**src/rtl/vliw_wave_seq.sv**
```systemverilog
module vliw_wave_seq #(
  parameter int MAX_WAVES   = 8,
  parameter int MAX_BUNDLES = 16,
  parameter int SLOTS       = 4,
  parameter int CNT_W       = 16
) (
  input  logic                             clk,
  input  logic                             rst_n,
  input  logic                             start,
  input  logic [$clog2(MAX_WAVES+1)-1:0]   wave_cnt,
  input  logic [$clog2(MAX_BUNDLES+1)-1:0] bndl_cnt,
  input  logic [SLOTS-1:0]                 slot_mask,
  output logic                             busy,
  output logic                             issue_vld,
  output logic [$clog2(MAX_WAVES)-1:0]     issue_wave,
  output logic [1:0]                       issue_qtr,
  output logic [$clog2(MAX_BUNDLES)-1:0]   issue_bndl,
  output logic [SLOTS-1:0]                 slot_en,
  output logic                             done,
  output logic [CNT_W-1:0]                 cycle_cnt
);
  localparam int WCW = $clog2(MAX_WAVES+1);
  localparam int WIW = $clog2(MAX_WAVES);
  localparam int BCW = $clog2(MAX_BUNDLES+1);
  localparam int BIW = $clog2(MAX_BUNDLES);
  localparam int LAT = 8;

  logic [WCW-1:0]   wv_q;
  logic [BCW-1:0]   bn_q;
  logic [1:0]       qtr;
  logic             half;
  logic [BIW-1:0]   bndl;
  logic [WIW-1:0]   pair;
  logic             drain;
  logic [2:0]       dcnt;
  logic [CNT_W-1:0] cyc;

  logic lone, last_b, last_p;
  assign lone   = half && (int'({pair, 1'b1}) >= int'(wv_q));
  assign last_b = int'(bndl) + 1 >= int'(bn_q);
  assign last_p = int'({pair, 1'b1}) + 1 >= int'(wv_q);

  assign issue_vld  = busy && !drain && !lone;
  assign issue_wave = WIW'({pair, half});
  assign issue_qtr  = qtr;
  assign issue_bndl = bndl;
  assign slot_en    = issue_vld ? slot_mask : '0;
  assign done       = busy && drain && (int'(dcnt) == LAT - 1);
  assign cycle_cnt  = cyc;

  always_ff @(posedge clk) begin
    if (!rst_n) begin
      busy <= 1'b0; wv_q <= '0; bn_q <= '0; qtr <= '0; half <= 1'b0;
      bndl <= '0; pair <= '0; drain <= 1'b0; dcnt <= '0; cyc <= '0;
    end else if (!busy) begin
      if (start && wave_cnt != '0 && bndl_cnt != '0) begin
        busy <= 1'b1; wv_q <= wave_cnt; bn_q <= bndl_cnt;
        qtr <= '0; half <= 1'b0; bndl <= '0; pair <= '0;
        drain <= 1'b0; dcnt <= '0; cyc <= CNT_W'(1);
      end
    end else begin
      cyc <= cyc + 1'b1;
      if (drain) begin
        dcnt <= dcnt + 1'b1;
        if (int'(dcnt) == LAT - 1) busy <= 1'b0;
      end else begin
        qtr <= qtr + 1'b1;
        if (qtr == 2'd3) begin
          half <= ~half;
          if (half) begin
            if (last_b) begin
              bndl <= '0;
              pair <= pair + 1'b1;
              if (last_p) drain <= 1'b1;
            end else begin
              bndl <= bndl + 1'b1;
            end
          end
        end
      end
    end
  end

  p_idle_quiet_r1: assert property (@(posedge clk) disable iff (!rst_n)
    !busy |-> (!issue_vld && !done && slot_en == '0));
  p_quarter_seq_r2: assert property (@(posedge clk) disable iff (!rst_n)
    (issue_vld && issue_qtr != 2'd3) |=>
      (issue_vld && issue_qtr == $past(issue_qtr) + 2'd1 && issue_wave == $past(issue_wave)));
  p_slot_subset_r4: assert property (@(posedge clk) disable iff (!rst_n)
    (slot_en & ~slot_mask) == '0);
  p_lone_wave_r5: assert property (@(posedge clk) disable iff (!rst_n)
    issue_vld |-> int'(issue_wave) < int'(wv_q));
  p_done_once_r6: assert property (@(posedge clk) disable iff (!rst_n)
    done |=> (!done && !busy));
  p_cnt_start_r8: assert property (@(posedge clk) disable iff (!rst_n)
    $rose(busy) |-> cycle_cnt == CNT_W'(1));
endmodule

```
**config.mk**
```make
export PLATFORM = sky130hd
export DESIGN_NAME = vliw_wave_seq
export DESIGN_NICKNAME = d
export VERILOG_FILES = /design/src/rtl/vliw_wave_seq.sv
export SDC_FILE = /design/constraint.sdc
export NUM_CORES = 1
export LEC_CHECK = 0
export ABC_AREA = 1
export ABC_CLOCK_PERIOD_IN_PS = 1900
export BUFFER_PORTS_ARGS = -buffer_cell sky130_fd_sc_hd__buf_2
export CELL_PAD_IN_SITES_DETAIL_PLACEMENT = 0
export CELL_PAD_IN_SITES_GLOBAL_PLACEMENT = 2
export CORE_MARGIN = 2
export CORE_UTILIZATION = 27
export CTS_CLUSTER_SIZE = 10
export DETAILED_ROUTE_END_ITERATION = 7
export PLACE_DENSITY = 0.85
export REMOVE_ABC_BUFFERS = 1
export SLEW_MARGIN = 25
export SYNTH_ARGS = -nofsm -noshare
export SYNTH_HDL_FRONTEND = slang
export SYNTH_SLANG_ARGS = --single-unit
```
**constraint.sdc**
```tcl
create_clock -name clk -period 1.9 [get_ports clk]
set_input_delay 0.095 -clock clk [delete_from_list [all_inputs] [get_ports clk]]
set_output_delay 0.095 -clock clk [all_outputs]
set_load 0.05 [all_outputs]
```
=== Word-level counts from Yosys, hierarchy flattened ===
Cells that the tools add are included.
Widths: inputs -> output; s select.

* Register bits: 40
* Input port bits: 16
* Output and inout bits: 32
* Word-level logic and storage cells: 81

* Add/subtract/negate cells: 7
* $lt $le $gt $ge: 3
* Eq/ne operators: 7
* Muxes and demuxes: 34
* Bitwise logic cells: 2
* Reduce and logical (&&, ||, !) cells: 18

{| class="wikitable"
|+ Operators with widths
! cell !! count
|-
| $mux 16 || 2
|-
| $mux 4 || 7
|-
| $mux 3 || 8
|-
| $add 16x1->16 const B || 1
|-
| $mux 1 || 14
|-
| $add 4x1->5 const B || 2
|-
| $ne 2x1->1 const B || 4
|-
| $logic_and 1x1->1 || 7
|-
| $add 3x1->3 const B || 2
|-
| $mux 2 || 3
|-
| $reduce_and 2->1 || 3
|-
| $ge 5x4->1 || 1
|-
| $ge 5x5->1 || 1
|-
| $reduce_and 5->1 || 1
|-
| $reduce_bool 5->1 || 1
|-
| $add 4x1->4 const B || 1
|-
| $ge 4x4->1 || 1
|-
| $reduce_and 4->1 || 1
|-
| $reduce_bool 4->1 || 1
|-
| $eq 3x1->1 const B || 1
|-
| $reduce_and 3->1 || 1
|-
| $add 2x1->2 const B || 1
|-
| $eq 2x2->1 const B || 1
|-
| $logic_not 1->1 || 2
|-
| 3 further kinds || 4
|}

=== Longest topological paths before layout ===
* Depth in word-level cells: 8
* Gate-level depth with buffers: 12
* Mapped depth without buffers: 12

=== Worst setup path before layout ===
No wires, ideal clock.

* Kind: register -> register
* Start: register bndl[0], in the netlist issue_bndl[0]
* End: register pair[0]
* Setup time: 110 ps
* Arrival time: 2129 ps
* Data required time: 1790 ps
* Slack: -339 ps
* Cell stages (with the launch flop): 12
* Buffers on the path: 0
* Period minus slack after synthesis: 2239 ps
* Cells stage by stage: dfxtp_1 > ha_1 > xor2_1 > ha_1 > nand2_1 > nand2_1 > a21oi_2 > nand3_1 > nand3_2 > nand2_1 > inv_1 > nor2_1

* Word-level cells in the longest chain between the ends: 4

{| class="wikitable"
|+ Ends and longest elaborated chain
! what !! line !! text
|-
| start: declaration || 32 || <nowiki>logic [BIW-1:0] bndl;</nowiki>
|-
| start signal: assignment || 76 || <nowiki>bndl <= bndl + 1'b1;</nowiki>
|-
| $add 4x1->5 || 40 || <nowiki>assign last_b = int'(bndl) + 1 >= int'(bn_q);</nowiki>
|-
| $ge 5x5->1 || 40 ||
|-
| $ne 2x1->1 (no line) || - ||
|-
| $reduce_and 5->1 (no line) || - ||
|-
| end signal: assignment || 73 || <nowiki>pair <= pair + 1'b1;</nowiki>
|-
| end: declaration || 33 || <nowiki>logic [WIW-1:0] pair;</nowiki>
|}

No other way between the ends.
A chain may end at the register's enable or synchronous reset.

=== Worst setup path in the final report ===
* Start: register bndl[1], in the netlist issue_bndl[1]
* End: register bndl[2], in the netlist issue_bndl[2]

* Word-level cells in the longest chain between the ends: 7
* Elaborated cells between the ends (all ways): 8
* Those cells by class: add/sub: 2; order compare: 1; mux: 5

{| class="wikitable"
|+ Ends and longest elaborated chain
! what !! line !! text
|-
| $add 4x1->5 || 40 ||
|-
| $ge 5x5->1 || 40 ||
|-
| $mux 4 (*) || 71 || <nowiki>if (last_b) begin</nowiki>
|-
| $mux 4 (*) || 70 || <nowiki>if (half) begin</nowiki>
|-
| $mux 4 (*) || 68 || <nowiki>if (qtr == 2'd3) begin</nowiki>
|-
| $mux 4 (*) || 63 || <nowiki>if (drain) begin</nowiki>
|-
| $mux 4 (*) || 55 || <nowiki>end else if (!busy) begin</nowiki>
|}

Mark *: on every way between the ends. The rest lies on a longest branch, timed or not. The select of a mux whose other input is x is not followed.

==> qor.csv <==
stage,metric,value,unit
power_and_ir_drop,p_comb_frac,0.240,
worst_setup_path,cp_data_required_time,2.12,ns
power_and_ir_drop,seq_power_share,0.419,
worst_hold_path,hp-start,bndl_cnt[0],
floorplan,die_h,95.3,µm
cells_and_area,final_common_cell,nand2_1,
sta,rsz0062_at_grt,true,
route,drt-pass1-iter-count,4,
worst_hold_path,holdPathEnd,bn_q[0],
floorplan,dieArea,0.00908,mm²
sta,finalCritPeriodShare,0.987,
logic_synthesis,synth-main-ff-cell,dfxtp_1,
worst_setup_path,cp_max_fo,3,
sta,setup_viol,0,
sta,timing.setup.tns,0,ns
route,via_count,2154,
floorplan,start_util,0.277,
power_and_ir_drop,p_int,1460,µW
cts,clock_sinks,40,
floorplan,row_count,33,
worst_setup_path,crit_chain,ha_4 -> xor2_2 -> ha_1 -> nand2_1 -> nand2_1 -> a21oi_2 -> buf_4 -> nand3_2 -> nor2_2 -> nand3_2 -> a21oi_2,
cells_and_area,layout-drive-gt1-share,0.299,
floorplan,die_w,95.3,µm
worst_setup_path,ff2ff_setup_slack,0.03,ns
sta,worst_slack,0.0254,ns
logic_synthesis,syn_inst,322,
route,drtIter0Drc,64,
worst_setup_path,reg2reg_to,issue_bndl[2],
logic_synthesis,synth-seq-cells,40,
place,place_congestion,0.747,
sta,maxSlewViolCount,0,
cells_and_area,layout_common_cells,"nand2_1, inv_1, buf_2, dfxtp_1, nor2_1",
sta,finClkSkew,0.00925,ns
grt,antenna_found_initial,0,
worst_setup_path,worstSetupPathType,reg -> reg,
cells_and_area,num-nets-final,413,
sta,fmax,0.533,GHz
route,wl,5680,µm
sta,worst_slew_pin_slew,0.488,ns
cts,htreeDepth,2,
cells_and_area,areaGrowthSynthToFinish,31.5,%
grt,grt_pass1_vias,1907,
route,route.antenna.remaining_nets,0,
floorplan,core,0.00813,mm²
cts,cts_made_buffers,5,
worst_setup_path,start_kind,flip-flop,
place,numPortBuffers,47,
logic_synthesis,yosysSeqAreaShare,0.356,
logic_synthesis,synth-edff-count,0,
worst_setup_path,crit_arrival,2.10,ns
power_and_ir_drop,p_per_area,732,mW/mm²
worst_hold_path,whs_path_depth,3,
place,place_ws,0.00178,ns
grt,grt_overflow,0,
sta,slew_headroom,0.674,
worst_setup_path,worstRegToRegCells,11,
cts,holdBufCountCts,0,
worst_setup_path,worst_path_largest_cell_delay,0.35,ns
worst_setup_path,worst_path_max_delay_cell,dfxtp_2,
place,hpwl,4150,µm
grt,grt_pass1_wl,8880,µm
cells_and_area,antenna-diode-count,0,
logic_synthesis,ys_warn_count,0,
cts,clkTransAtPathRegs,0.08,ns
sta,hold_viol,0,
route,vias_per_cell,4.43,
worst_setup_path,worstSetupEndpointType,flip-flop,
logic_synthesis,async_flop_share,0,
cells_and_area,fin_util,0.364,
power_and_ir_drop,vdd_ir_drop_max,0.266,mV
logic_synthesis,syn_area,0.00225,mm²
place,dpl_cell_area,0.00263,mm²
logic_synthesis,synth.distinct_cells,34,
floorplan,io_pins,48,
route,routedWlPerCell,11.7,µm
cts,cts_tree,yes,
route,drc,0,
sta,layout_min_cycle_time,1.87,ns
status,status,"finished, final reports clean",
grt,grt_max_degree,32,
cts,clk_latency,0.30,ns
cells_and_area,final_area,0.00296,mm²
cts,cts_root_buffer,clkbuf_8,
worst_setup_path,r2r_start,issue_bndl[1],
power_and_ir_drop,finalPower,2160,µW
power_and_ir_drop,power.clock.fraction,0.342,
logic_synthesis,avgSynthCellArea,6.99,µm²
power_and_ir_drop,power.leakage,0.00140,µW
power_and_ir_drop,swShare,0.324,
cts,clock_path_buffers,2,
power_and_ir_drop,p_switching,701,µW
worst_hold_path,hp-class,in -> reg,
grt,grt.total_usage,0.125,
job,drv_cap,0,
cells in the mapped netlist (3+ instances only):
master | number | area [µm²]
clkbuf_1 | 4 | 15.0
nor2_1 | 33 | 124
nand3_2 | 3 | 30.0
buf_4 | 5 | 37.5
nand2_1 | 63 | 236
nand4_1 | 5 | 31.3
a21oi_1 | 26 | 130
dfxtp_1 | 40 | 801
nand3_1 | 14 | 70.1
nor3_1 | 8 | 40.0
o21ai_0 | 22 | 110
nand2_2 | 3 | 18.8
ha_1 | 17 | 213
inv_1 | 53 | 199
layer usage:
layer / wire length (µm) / vias up / GRT usage
met4: 86 / 0 / 0.0362
met1: 2760 / 963 / 0.168
met3: 227 / 9 / 0.0261
met5: 0 / - / 0
met2: 2600 / 34 / 0.202
li1: - / 1148 / -
per-stage QoR:
stage | instances | hold slack, ns
floorplan | 311 | 0.216
global placement | 472 | 0.380
detailed placement | 472 | 0.391
CTS | 481 | 0.0669
global route | 486 | 0.0795
finish | 486 | 0.0730
state kept, by name, summed over array words and instances, names as in the netlist:
signal,flops
bn_q,5
busy,1
cycle_cnt,16
dcnt,3
drain,1
half,1
issue_bndl,4
issue_qtr,2
pair,3
wv_q,4
cell families after synthesis:
| group | share of synthesized area |
|---|---|
| and+or+nand+nor | 0.276 |
| DFF | 0.356 |
| adders and majority gates | 0.0945 |
| xor gates and xnor gates | 0.00779 |
| AOI/OAI and AO/OA | 0.145 |
| buffers and inverters | 0.121 |
cell type report:
class                   instances  area [µm²]
clock inverters                 3        46.3
inverters                      56         210
multi-input cells             215        1290
flip-flops and latches         40         808
clock buffers                   5        68.8
well taps                     105         131
repair buffers                 62         407
fillers                       867        5180
power by group through the flow:
stage	combinational [µW]	sequential [µW]	clock, µW
after floorplan	237	985	0
after CTS	472	902	761
after detailed placement	449	922	0
after global placement	447	921	0
final	519	906	739
after global routing	578	912	791
worst max path at each step:
stage	cells after the start	to	start
2_1_floorplan	8	slot_en[0]	pair[0]
3_3_place_gp	11	pair[0]	issue_bndl[0]
3_5_place_dp	11	pair[1]	issue_bndl[0]
4_1_cts	11	issue_bndl[3]	issue_bndl[0]
5_1_grt	11	issue_bndl[2]	issue_bndl[1]
6_report	11	issue_bndl[2]	issue_bndl[1]
worst max-delay path, delay by kind of cell, from the launching register on:
family / cells / cell delay, ns
AO/OA/AOI/OAI: 2 / 0.30
XOR/XNOR: 1 / 0.15
adder cells (fa/ha/maj): 2 / 0.46
buffers and inverters: 1 / 0.15
flip-flops: 1 / 0.35
AND/OR/NAND/NOR: 5 / 0.41
repair_timing:
item,4_1_cts,5_1_grt
resized for setup,15,33
endpoints found under the setup margin,10,13
pin swaps,1,16
setup buffers,1,5
gates cloned,0,0
No activity file was read; power rests on OpenSTA's default activity.
